==> src/rtl/tc_pkg.sv <==
package tc_pkg;
    typedef enum logic [0:0] {
        ST_IDLE = 1'b0,
        ST_EMIT = 1'b1
    } tc_state_e;
endpackage

==> src/rtl/tc_lane_pick.sv <==
// Priority encoder for one lane: lowest pending row wins.
module tc_lane_pick #(
    parameter int ROWS = 3,
    localparam int RW = (ROWS > 1) ? $clog2(ROWS) : 1
) (
    input  logic [ROWS-1:0] bits_i,
    output logic            hit_o,
    output logic [RW-1:0]   row_o,
    output logic [ROWS-1:0] take_o
);
    always_comb begin
        row_o = '0;
        for (int r = ROWS - 1; r >= 0; r--) begin
            if (bits_i[r]) row_o = RW'(r);
        end
        hit_o  = |bits_i;
        take_o = hit_o ? (ROWS'(1) << row_o) : '0;
    end
endmodule

==> src/rtl/tc_pending.sv <==
// Pending copy of the active mask; loaded on accept, thinned on emit.
module tc_pending #(
    parameter int THREADS = 12
) (
    input  logic               clk,
    input  logic               rst_n,
    input  logic               load_i,
    input  logic [THREADS-1:0] load_val_i,
    input  logic [THREADS-1:0] clear_i,
    output logic [THREADS-1:0] pend_o
);
    always_ff @(posedge clk or negedge rst_n) begin
        if (!rst_n)      pend_o <= '0;
        else if (load_i) pend_o <= load_val_i;
        else             pend_o <= pend_o & ~clear_i;
    end
endmodule

==> src/rtl/tc_compactor.sv <==
module tc_compactor #(
    parameter int LANES = 4,
    parameter int ROWS  = 3,
    localparam int THREADS = LANES * ROWS,
    localparam int TIDW    = (THREADS > 1) ? $clog2(THREADS) : 1,
    localparam int RW      = (ROWS > 1) ? $clog2(ROWS) : 1
) (
    input  logic                  clk,
    input  logic                  rst_n,
    input  logic                  start_i,
    input  logic [THREADS-1:0]    mask_i,
    output logic                  busy_o,
    output logic                  warp_valid_o,
    output logic [LANES-1:0]      slot_vld_o,
    output logic [LANES*TIDW-1:0] slot_tid_o,
    output logic                  done_o
);
    import tc_pkg::*;

    tc_state_e              state_q, state_d;
    logic [THREADS-1:0]     pend;
    logic [THREADS-1:0]     take_all;
    logic [THREADS-1:0]     clear;
    logic [LANES-1:0]       lane_hit;
    logic [LANES*TIDW-1:0]  lane_tid;
    logic                   any_pend;
    logic                   load;
    logic                   emit;

    // One encoder per lane over that lane's column of the mask.
    for (genvar l = 0; l < LANES; l++) begin : g_lane
        logic [ROWS-1:0] col;
        logic [ROWS-1:0] take;
        logic [RW-1:0]   row;
        for (genvar r = 0; r < ROWS; r++) begin : g_row
            assign col[r]                = pend[r*LANES + l];
            assign take_all[r*LANES + l] = take[r];
        end
        tc_lane_pick #(.ROWS(ROWS)) u_pick (
            .bits_i (col),
            .hit_o  (lane_hit[l]),
            .row_o  (row),
            .take_o (take)
        );
        assign lane_tid[l*TIDW +: TIDW] = TIDW'(row) * TIDW'(LANES) + TIDW'(l);
    end

    assign any_pend = |pend;
    assign clear    = emit ? take_all : '0;

    tc_pending #(.THREADS(THREADS)) u_pend (
        .clk        (clk),
        .rst_n      (rst_n),
        .load_i     (load),
        .load_val_i (mask_i),
        .clear_i    (clear),
        .pend_o     (pend)
    );

    // State register
    always_ff @(posedge clk or negedge rst_n) begin
        if (!rst_n) state_q <= ST_IDLE;
        else        state_q <= state_d;
    end

    // Next state: accept, emit, finish
    always_comb begin
        state_d = state_q;
        unique case (state_q)
            ST_IDLE: if (start_i)   state_d = ST_EMIT;
            ST_EMIT: if (!any_pend) state_d = ST_IDLE;
            default:                state_d = ST_IDLE;
        endcase
    end

    // Outputs
    always_comb begin
        load         = 1'b0;
        emit         = 1'b0;
        busy_o       = 1'b0;
        done_o       = 1'b0;
        unique case (state_q)
            ST_IDLE: load = start_i;
            ST_EMIT: begin
                busy_o = 1'b1;
                emit   = any_pend;
                done_o = !any_pend;
            end
            default: ;
        endcase
        warp_valid_o = emit;
        slot_vld_o   = emit ? lane_hit : '0;
        for (int l = 0; l < LANES; l++) begin
            slot_tid_o[l*TIDW +: TIDW] = slot_vld_o[l] ? lane_tid[l*TIDW +: TIDW] : '0;
        end
    end
endmodule

==> config.mk <==
export PLATFORM = sky130hd
export DESIGN_NAME = tc_compactor
export DESIGN_NICKNAME = d
export VERILOG_FILES = /design/src/rtl/tc_pkg.sv /design/src/rtl/tc_lane_pick.sv /design/src/rtl/tc_pending.sv /design/src/rtl/tc_compactor.sv
export SDC_FILE = /design/constraint.sdc
export NUM_CORES = 1
export LEC_CHECK = 0
export ABC_AREA = 1
export BUFFER_PORTS_ARGS = -buffer_cell sky130_fd_sc_hd__buf_2
export CAP_MARGIN = 5
export CORE_AREA = 2 2 62 64
export DETAILED_ROUTE_END_ITERATION = 8
export DIE_AREA = 0 0 64 66
export GPL_ROUTABILITY_DRIVEN = 0
export PLACE_DENSITY_LB_ADDON = 0.15
export SETUP_SLACK_MARGIN = 0.5
export SYNTH_ARGS = -nofsm -noshare
export SYNTH_HDL_FRONTEND = slang
export SYNTH_SLANG_ARGS = --single-unit
==> constraint.sdc <==
create_clock -name clk -period 1.6 [get_ports clk]
set_input_delay 0.16 -clock clk [delete_from_list [all_inputs] [get_ports clk]]
set_output_delay 0.16 -clock clk [all_outputs]
set_load 0.005 [all_outputs]
Yosys cells after proc, flatten, opt, wreduce, memory -nomap -nowiden
Index checks and enable logic that the tools add are counted.

Bits in registers: 13.

Multiplexer cells: 30. Shift operators: 4. Bitwise operators: 3. Reduce and logical (&&, ||, !) cells: 6. Add/sub/neg operators: 3.

Operator list (number): $mux 12 (2); $mux 2 (12); $mux 4 (5); $and 12x12->12 (1); $mux 3 (4); $not 12->12 (1); $reduce_or 12->1 (1); $reduce_or 3->1 (4); $shl 1x2->3 const A (4); $add 4x2->4 const B (2); $mux 1 (6); $add 4x1->4 const B (1); $pmux 1 s2 (1); $logic_not 1->1 (1); $not 1->1 (1).

Longest topological paths before layout
Gate-level depths: netlist of run 1.

Depth in word-level cells: 9. Depth in mapped cells: 8.

By module
From an unflattened synthesis of run 1, not the netlist that was laid out.

Cells, all modules: 181. Area, all modules: 1117.3 µm².

Modules (own cells, without submodules): tc_pending (instances 1, cells an instance 63, area each 568.0 µm², sequential area each 300.3 µm²); tc_compactor (instances 1, cells an instance 78, area each 374.1 µm², sequential area each 25.0 µm²); tc_lane_pick (instances 4, cells an instance 10, area each 43.8 µm², sequential area each 0.0 µm²).

Least setup slack after synthesis of run 1
Ideal clock, no wire load.

Path kind: register -> output. Start point: register u_pend.pend_o[6]. End point: output port slot_tid_o[13]. Cell stages (with the launch flop): 8. Setup slack: 0.356 ns. Data arrival time: 1.084 ns. Cell sequence: dfrtp_1 nor2_1 nand2_1 nor2_2 nand2_4 nand2_8 nor2_1 buf_4.

Word-level cells in the longest chain between the ends: 4.

RTL lines: from (decl) (line tc_pending.sv:10) `output logic [THREADS-1:0] pend_o`; from (signal assigned) (line tc_pending.sv:14) `else if (load_i) pend_o <= load_val_i;`; from (signal assigned) (line tc_pending.sv:15) `else pend_o <= pend_o & ~clear_i;`; $reduce_or 12->1 (line tc_compactor.sv:48) `assign any_pend = |pend;`; $mux 1 (line tc_compactor.sv:82) `unique case (state_q)`; $mux 4 (line tc_compactor.sv:92) `slot_vld_o = emit ? lane_hit : '0;`; $mux 4 (line tc_compactor.sv:94) `slot_tid_o[l*TIDW +: TIDW] = slot_vld_o[l] ? lane_tid[l*TIDW +: TIDW] : '0;`; to (decl) (line tc_compactor.sv:15) `output logic [LANES*TIDW-1:0] slot_tid_o,`.

No other way between the ends.

Final worst setup path of run 1
Start point: register u_pend.pend_o[2]. End point: output port slot_tid_o[12].

The elaborated chain is that of the path after synthesis.

==> results of run 1 <==
cell families (layout without fill, tap and decap cells):
group	Yosys count	after routing	synth area share (%)
simple gates	83	84	43.4
buf+inv	30	70	18.6
flops	13	13	37.6
other cells	1	4	0.433
metrics by stage:
step / instances / cell area, um^2 / setup TNS [ns]
global route: 219 / 1200 / -1.26
global placement: 201 / 1020 / 0
CTS: 217 / 1170 / 0
detailed placement: 201 / 1020 / 0
floorplan: 130 / 880 / 0
finish: 219 / 1200 / 0
Yosys cell counts:
master	count	share of area, %
nand3_1	11	6.4
nor2_1	22	9.5
dfrtp_1	13	38
buf_4	9	7.8
nand2_1	37	16
nor2_2	1	0.72
nand2_4	2	2.6
buf_6	2	2.6
nand3_2	1	1.2
inv_2	4	1.7
inv_1	15	6.5
conb_1	1	0.43
nand2_8	1	2.3
nor3_1	8	4.6
routing by layer:
| layer | global-route usage [%] | vias to the layer above |
|---|---|---|
| met5 | 0 | - |
| met4 | 2.45 | 0 |
| met3 | 4.26 | 2 |
| met2 | 17.4 | 34 |
| met1 | 16.8 | 388 |
| li1 | - | 461 |
power groups by stage:
stage          clock network, mW  registers, mW  logic, mW
2_1_floorplan                  0          0.545      0.917
3_3_place_gp                   0          0.593       1.17
3_5_place_dp                   0          0.595       1.18
4_1_cts                    0.219          0.557       1.51
5_1_grt                    0.232          0.554       1.77
6_report                   0.211          0.538       1.58
path summary, 6_finish.rpt:
path                       slack (ns)               end              from  cells after the start
min                              0.07  u_pend.pend_o[4]         mask_i[4]                      3
min in group asynchronous        0.29  u_pend.pend_o[1]             rst_n                      2
min reg2reg                      0.63  u_pend.pend_o[0]  u_pend.pend_o[0]                      3
max reg2reg                      0.15  u_pend.pend_o[0]  u_pend.pend_o[2]                     10
max                              0.01    slot_tid_o[12]  u_pend.pend_o[2]                      7
max in group asynchronous        1.05           state_q             rst_n                      2
repair_timing:
| item | CTS | global route |
|---|---|---|
| hold buffers | 1 | 0 |
| resized for setup | 12 | 3 |
| endpoints found under the setup margin | 32 | 32 |
| cloned | 1 | 0 |
| endpoints found under the hold margin | 13 | 0 |
| setup buffers | 10 | 2 |
| pin swaps | 4 | 0 |
flip-flops by register name, summed over array words and instances, names as in the netlist:
| name | flops |
|---|---|
| u_pend.pend_o | 12 |
| state_q | 1 |
critical path: stages, from the launching register on:
cell     delay, ns
dfrtp_1       0.39
nor2_1        0.11
nand2_1       0.10
nor2_4        0.15
nand2_4       0.10
nand2_8       0.12
nor2_2        0.05
buf_2         0.13
area by class of cell:
| type | count | area (um^2) |
|---|---|---|
| inverters | 19 | 83.8 |
| repair buffers | 47 | 277 |
| flip-flops and latches | 13 | 327 |
| fillers | 407 | 2350 |
| multi-input cells | 88 | 429 |
| clock buffers | 4 | 26.3 |
| well taps | 48 | 60.1 |
==> qor.csv, run 1 <==
metric,value,unit
grt_pass1_wl,3910,um
endpoint_kind,output port,
grtUsageTotal,11.9,%
tritoncts,built,
clock-root-buffer,clkbuf_4,
seqPwrFrac,23.2,%
cts_buffer_depth,2,
insertion_delay,0.28,ns
wl_met1,1090,um
diodes,0,
power_leakage,0.746,nW
layout_commonest_cell,nand2_1,
synth-seq-area-share,37.6,%
vias,885,
skew,0.00188,ns
rsz0062_at_grt,true,
cts_num_sinks,13,
fmax,631,MHz
viasPerCell,4.04,
required,1.44,ns
setup_viol,0,
grt_pass1_vias,819,
slew_violations,0,
p_sw,1.08,mW
num_io_pins,38,
numPortBuffers,33,
drive_above_1_share,38.6,%
fin_util,33.9,%
finalHoldViolCount,0,
p_per_area,1930,nW/um^2
clockPowerShare,9.1,%
layout_common_cells,"nand2_1 (37), buf_2 (33), nor2_1 (17)",
intPower,1.25,mW
routedWlPerCell,10.6,um
swShare,46.4,%
die_w,64,um
core,3550,um^2
grt-ovfl-total,0,
hold_path.class,input port to flip-flop,
die-area,4220,um^2
synth.distinct_cells,14,
htree_num_levels,1,
peakVddDrop,790,uV
pre_cts_ws,0.258,ns
p_comb_share,67.8,%
ant_nets,0,
path_max_fanout,6,
grt_max_degree,21,
crit_type,flip-flop to output port,
setup_slack,0.0144,ns
wl_met2,1030,um
area_delta_synth_final,38.9,%
nNetsFinal,187,
wl,2320,um
period_needed,1.59,ns
detail_route.first_pass.iterations,4,
min_period_over_period,99.1,%
cts-buffers-inserted,3,
rows,22,
highest_layer,met4,
first_iter_violations,45,
dpl.hpwl,1580,um
arrival,1.43,ns
start_kind,flip-flop,
synth_cells,127,
status,completed,
drv_cap,0,
power,2.32,mW
ys_seq_elements,13,
start_util,24.4,%
yosys_warnings,0,
die_h,66,um
synth_area,866,um^2
dr_wl_met3,185,um
syn_avg_cell_area,6.82,um^2
path_clk_slew,0.08,ns
hold_slack,0.0727,ns
drt_drc_violations_left,0,
antenna_found_initial,0,
(Power assumes the default switching activity.)
==> inputs of run 2 (changes only) <==
--- a/config.mk
+++ b/config.mk
@@ -5,15 +5,16 @@
 export SDC_FILE = /design/constraint.sdc
 export NUM_CORES = 1
 export LEC_CHECK = 0
-export ABC_AREA = 1
 export BUFFER_PORTS_ARGS = -buffer_cell sky130_fd_sc_hd__buf_2
 export CAP_MARGIN = 5
-export CORE_AREA = 2 2 62 64
+export CORE_AREA = 2 2 61 63
+export CTS_BUF_LIST = sky130_fd_sc_hd__clkbuf_8
 export DETAILED_ROUTE_END_ITERATION = 8
-export DIE_AREA = 0 0 64 66
+export DIE_AREA = 0 0 63 65
 export GPL_ROUTABILITY_DRIVEN = 0
 export PLACE_DENSITY_LB_ADDON = 0.15
 export SETUP_SLACK_MARGIN = 0.5
+export SKIP_CTS_REPAIR_TIMING = 1
 export SYNTH_ARGS = -nofsm -noshare
 export SYNTH_HDL_FRONTEND = slang
 export SYNTH_SLANG_ARGS = --single-unit
==> qor.csv, run 2 <==
metric,value,unit
synthTopCellsByArea,"dfrtp_1 (39%), mux2i_1 (9.7%), nor3_4 (7.9%)",
power_leakage,0.636,nW
wl,2100,um
core,3500,um^2
cts_num_sinks,13,
dp.cells,160,
synth.distinct_cells,20,
finalHoldViolCount,0,
synth_area,825,um^2
setup_viol,0,
min_period_over_period,93.4,%
cts-buffers-inserted,3,
p_per_area,1800,nW/um^2
path_clk_slew,0.06,ns
htree_num_levels,1,
slew_violations,0,
instances_no_fill,183,
pre_cts_ws,0.276,ns
path_buf_inv,2,
synth-seq-area-share,39.5,%
crit_slowest_cell,dfrtp_2,
diodes,0,
path_max_fanout,5,
antenna_found_initial,0,
critical_path.cell_chain,nor3_4 > buf_6 > a41oi_4 > buf_2,
synth_edf_count,0,
yosys_warnings,0,
status,completed,
rows,22,
largest-register,u_pend.pend_o,
crit_type,flip-flop to output port,
rsz0062_at_grt,true,
drv_cap,0,
endpoint_kind,output port,
skew,0.00512,ns
grt_max_degree,14,
start_kind,flip-flop,
setup_slack,0.106,ns
vias,737,
grtUsageTotal,10.2,%
grt-ovfl-total,0,
die_h,65,um
insertion_delay,0.24,ns
num_io_pins,38,
arrival,1.33,ns
drt_drc_violations_left,0,
first_iter_violations,27,
viasPerCell,4.03,
ys_seq_elements,13,
period_needed,1.49,ns
cts_buffer_depth,2,
dpl.hpwl,1530,um
area_delta_synth_final,55.8,%
start_util,23.6,%
fmax,669,MHz
path_delay_family,flip-flops,
largest_register_ffs,12,
nNetsFinal,151,
synthTopCellsByCount,"dfrtp_1 (13), nand2_1 (12), nor2_1 (9), buf_4 (8), mux2i_1 (8)",
ys_async_sr_fraction,100,%
layout_common_cells,"buf_2 (29), buf_6 (13), nand2_1 (12)",
tritoncts,built,
ant_nets,0,
top_regs,"u_pend.pend_o x12, state_q x1",
die_w,63,um
numPortBuffers,33,
power,2.32,mW
peakVddDrop,457,uV
die-area,4100,um^2
synth_cells,86,
detail_route.first_pass.iterations,4,
syn_avg_cell_area,9.59,um^2
drive_above_1_share,57.8,%
required,1.44,ns
grt_pass1_wl,3150,um
yosysMostFrequentCell,dfrtp_1,
clock-root-buffer,clkbuf_8,
synth_top_area_cell,dfrtp_1,
grt_pass1_vias,633,
yosys.area.top_type_share,39.5,%
routedWlPerCell,11.4,um
hold_path.class,input port to flip-flop,
critPathMaxStageDelay,0.44,ns
layout_commonest_cell,buf_2,
ys.flop_type,dfrtp_1,
## run 2: worst paths after layout
path	to	cells after the start	from	slack [ns]
min in group asynchronous	u_pend.pend_o[2]	2	rst_n	0.34
worst max register to register	u_pend.pend_o[7]	5	state_q	0.26
worst min-delay path	u_pend.pend_o[8]	3	mask_i[8]	0.14
max in group asynchronous	u_pend.pend_o[0]	2	rst_n	0.99
worst max-delay path	warp_valid_o	4	u_pend.pend_o[1]	0.11
worst min register to register	u_pend.pend_o[11]	2	u_pend.pend_o[11]	0.57
## run 2: report_power, final
group | internal (mW) | switching (mW) | leakage, nW
combinational | 0.836 | 0.609 | 0.445
sequential | 0.436 | 0.145 | 0.164
clock | 0.169 | 0.120 | 0.0269
## run 2: stage by stage
step	utilization [%]	setup TNS [ns]	hold WS (ns)	cell area, um^2
2_1_floorplan	-	0	-0.136	836
3_3_place_gp	28.0	0	0.0775	977
3_5_place_dp	28.0	0	0.0751	977
4_1_cts	29.2	-0.00240	-0.187	1020
5_1_grt	36.8	0	0.158	1280
6_report	36.8	0	0.135	1280
## run 2: logic make-up after synthesis
logic type	share of synthesized area (%)
simple gates	27.3
buf+inv	14.3
flops	39.5
compound gates	8.80
mux	9.71
other cells	0.455
## run 2: layout make-up
| cell class | count | area, um^2 |
|---|---|---|
| clock buffer | 3 | 41.3 |
| clock inverter | 1 | 3.75 |
| fill | 377 | 2210 |
| inverter | 5 | 23.8 |
| multi-input combinational | 59 | 439 |
| sequential | 13 | 333 |
| tap | 48 | 60.1 |
| timing repair buffer | 54 | 384 |
## run 2: worst min-delay path, cell delays in order
cell     delay, ns
buf_2         0.08
nand2_1       0.04
o21ai_1       0.06
## run 2: per-layer routing
layer | up-vias | track usage (%) | share of wire (%)
li1 | 372 | - | -
met1 | 343 | 12.5 | 44
met2 | 20 | 16.5 | 49
met3 | 2 | 3.99 | 5.2
met4 | 0 | 3.33 | 1.3
met5 | - | 0 | 0
==> inputs of run 3 (changes only) <==
--- a/config.mk
+++ b/config.mk
@@ -6,11 +6,10 @@
 export NUM_CORES = 1
 export LEC_CHECK = 0
 export BUFFER_PORTS_ARGS = -buffer_cell sky130_fd_sc_hd__buf_2
-export CAP_MARGIN = 5
-export CORE_AREA = 2 2 61 63
+export CORE_AREA = 2 2 49 51
 export CTS_BUF_LIST = sky130_fd_sc_hd__clkbuf_8
 export DETAILED_ROUTE_END_ITERATION = 8
-export DIE_AREA = 0 0 63 65
+export DIE_AREA = 0 0 51 53
 export GPL_ROUTABILITY_DRIVEN = 0
 export PLACE_DENSITY_LB_ADDON = 0.15
 export SETUP_SLACK_MARGIN = 0.5
==> qor.csv, run 3 (synthesis results as in run 2) <==
metric,value,unit
path_clk_slew,0.06,ns
die_w,51,um
wl,1990,um
vias,724,
regArea,332,um^2
fin_tns_setup,-0.00142,ns
dpl_cell_area,952,um^2
num_io_pins,38,
finalHoldViolCount,0,
die_h,53,um
grt_max_degree,14,
insertion_delay,0.24,ns
drive_above_1_share,51.9,%
arrival,1.44,ns
numPortBuffers,33,
diodes,0,
crit_type,flip-flop to output port,
dr_wl_met3,67,um
peakVddDrop,751,uV
period_needed,1.60,ns
rsz0062_at_grt,true,
ant_nets,0,
start_util,38.4,%
wl_met2,1010,um
fillers,211,
cts_num_sinks,13,
fmax,624,MHz
wl_met1,897,um
viasPerCell,4.61,
required,1.44,ns
slew_violations,0,
detail_route.first_pass.iterations,4,
drt_drc_violations_left,0,
layout_common_cells,"buf_2 (34), nand2_1 (12), buf_4 (10)",
path_max_fanout,3,
skew,0.00163,ns
dpl.hpwl,1340,um
min_period_over_period,100,%
highest_layer,met4,
die-area,2700,um^2
layout_commonest_cell,buf_2,
drv_cap,0,
tritoncts,built,
setup_viol,1,
setup_slack,-0.00142,ns
violations,setup timing,
area_delta_synth_final,38.1,%
endpoint_kind,output port,
grt_pass1_vias,593,
core,2150,um^2
first_iter_violations,8,
multi_input_area,419,um^2
final_cell_area,1140,um^2
status,"finished, violations left",
cts-buffers-inserted,3,
power_leakage,0.597,nW
clock-root-buffer,clkbuf_8,
grt-ovfl-total,0,
routedWlPerCell,12.7,um
nNetsFinal,145,
p_per_area,1830,nW/um^2
grtUsageTotal,14.8,%
largest-register,u_pend.pend_o,
largest_register_ffs,12,
cts_buffer_depth,2,
antenna_found_initial,0,
grt_pass1_wl,2800,um
hold_path.class,input port to flip-flop,
start_kind,flip-flop,
rows,17,
top_regs,"u_pend.pend_o x12, state_q x1",
htree_num_levels,1,
## run 3: cell types whose count changed in the layout (fill, tap and decap cells not counted), sizes merged
cell,delta
buf,-6
## run 3: power breakdown
part	internal (mW)	total [mW]	switching, mW
Clock	0.169	0.285	0.115
Sequential	0.435	0.573	0.138
Combinational	0.644	1.23	0.584
## run 3: through the flow
stage / power (mW) / hold slack (ns) / utilization (%) / instances / setup WS (ns)
5_1_grt: 2.26 / 0.135 / 53.0 / 157 / -0.0560
3_5_place_dp: 1.52 / 0.0710 / 44.3 / 140 / 0.254
3_3_place_gp: 1.51 / 0.0667 / 44.3 / 140 / 0.279
6_report: 2.09 / 0.129 / 53.0 / 157 / -0.00142
4_1_cts: 1.81 / -0.185 / 46.4 / 144 / -0.0160
2_1_floorplan: 1.26 / -0.136 / - / 89 / 0.457
## run 3: critical path, cell delays in order, from the launching register on
cell and delay [ns]:
dfrtp_2 0.43, nor3_4 0.28, and4_1 0.25, and2_1 0.13
buf_2 0.11
## run 3: worst paths after layout
kind	from	to	slack, ns	depth (start not counted)
worst max-delay path	u_pend.pend_o[3]	done_o	-0.001	4
worst min-delay path	mask_i[9]	u_pend.pend_o[9]	0.13	3
worst max register to register	state_q	u_pend.pend_o[7]	0.19	5
worst min register to register	u_pend.pend_o[2]	u_pend.pend_o[6]	0.59	2
max in group asynchronous	rst_n	state_q	0.99	2
min in group asynchronous	rst_n	u_pend.pend_o[7]	0.35	2
## run 3: metal layers
metal  vias up  global-route usage [%]
met5         -                       0
met3         2                    2.54
li1        356                       -
met2        18                    21.2
met1       348                    20.9
met4         0                    8.11
## run 3: cell type report
type,instances,share of cell area [%]
multi-input cells,59,36.8
flip-flops and latches,13,29.1
repair buffers,48,25.4
clock buffers,3,3.63
well taps,28,3.08
inverters,5,1.65
clock inverters,1,0.330
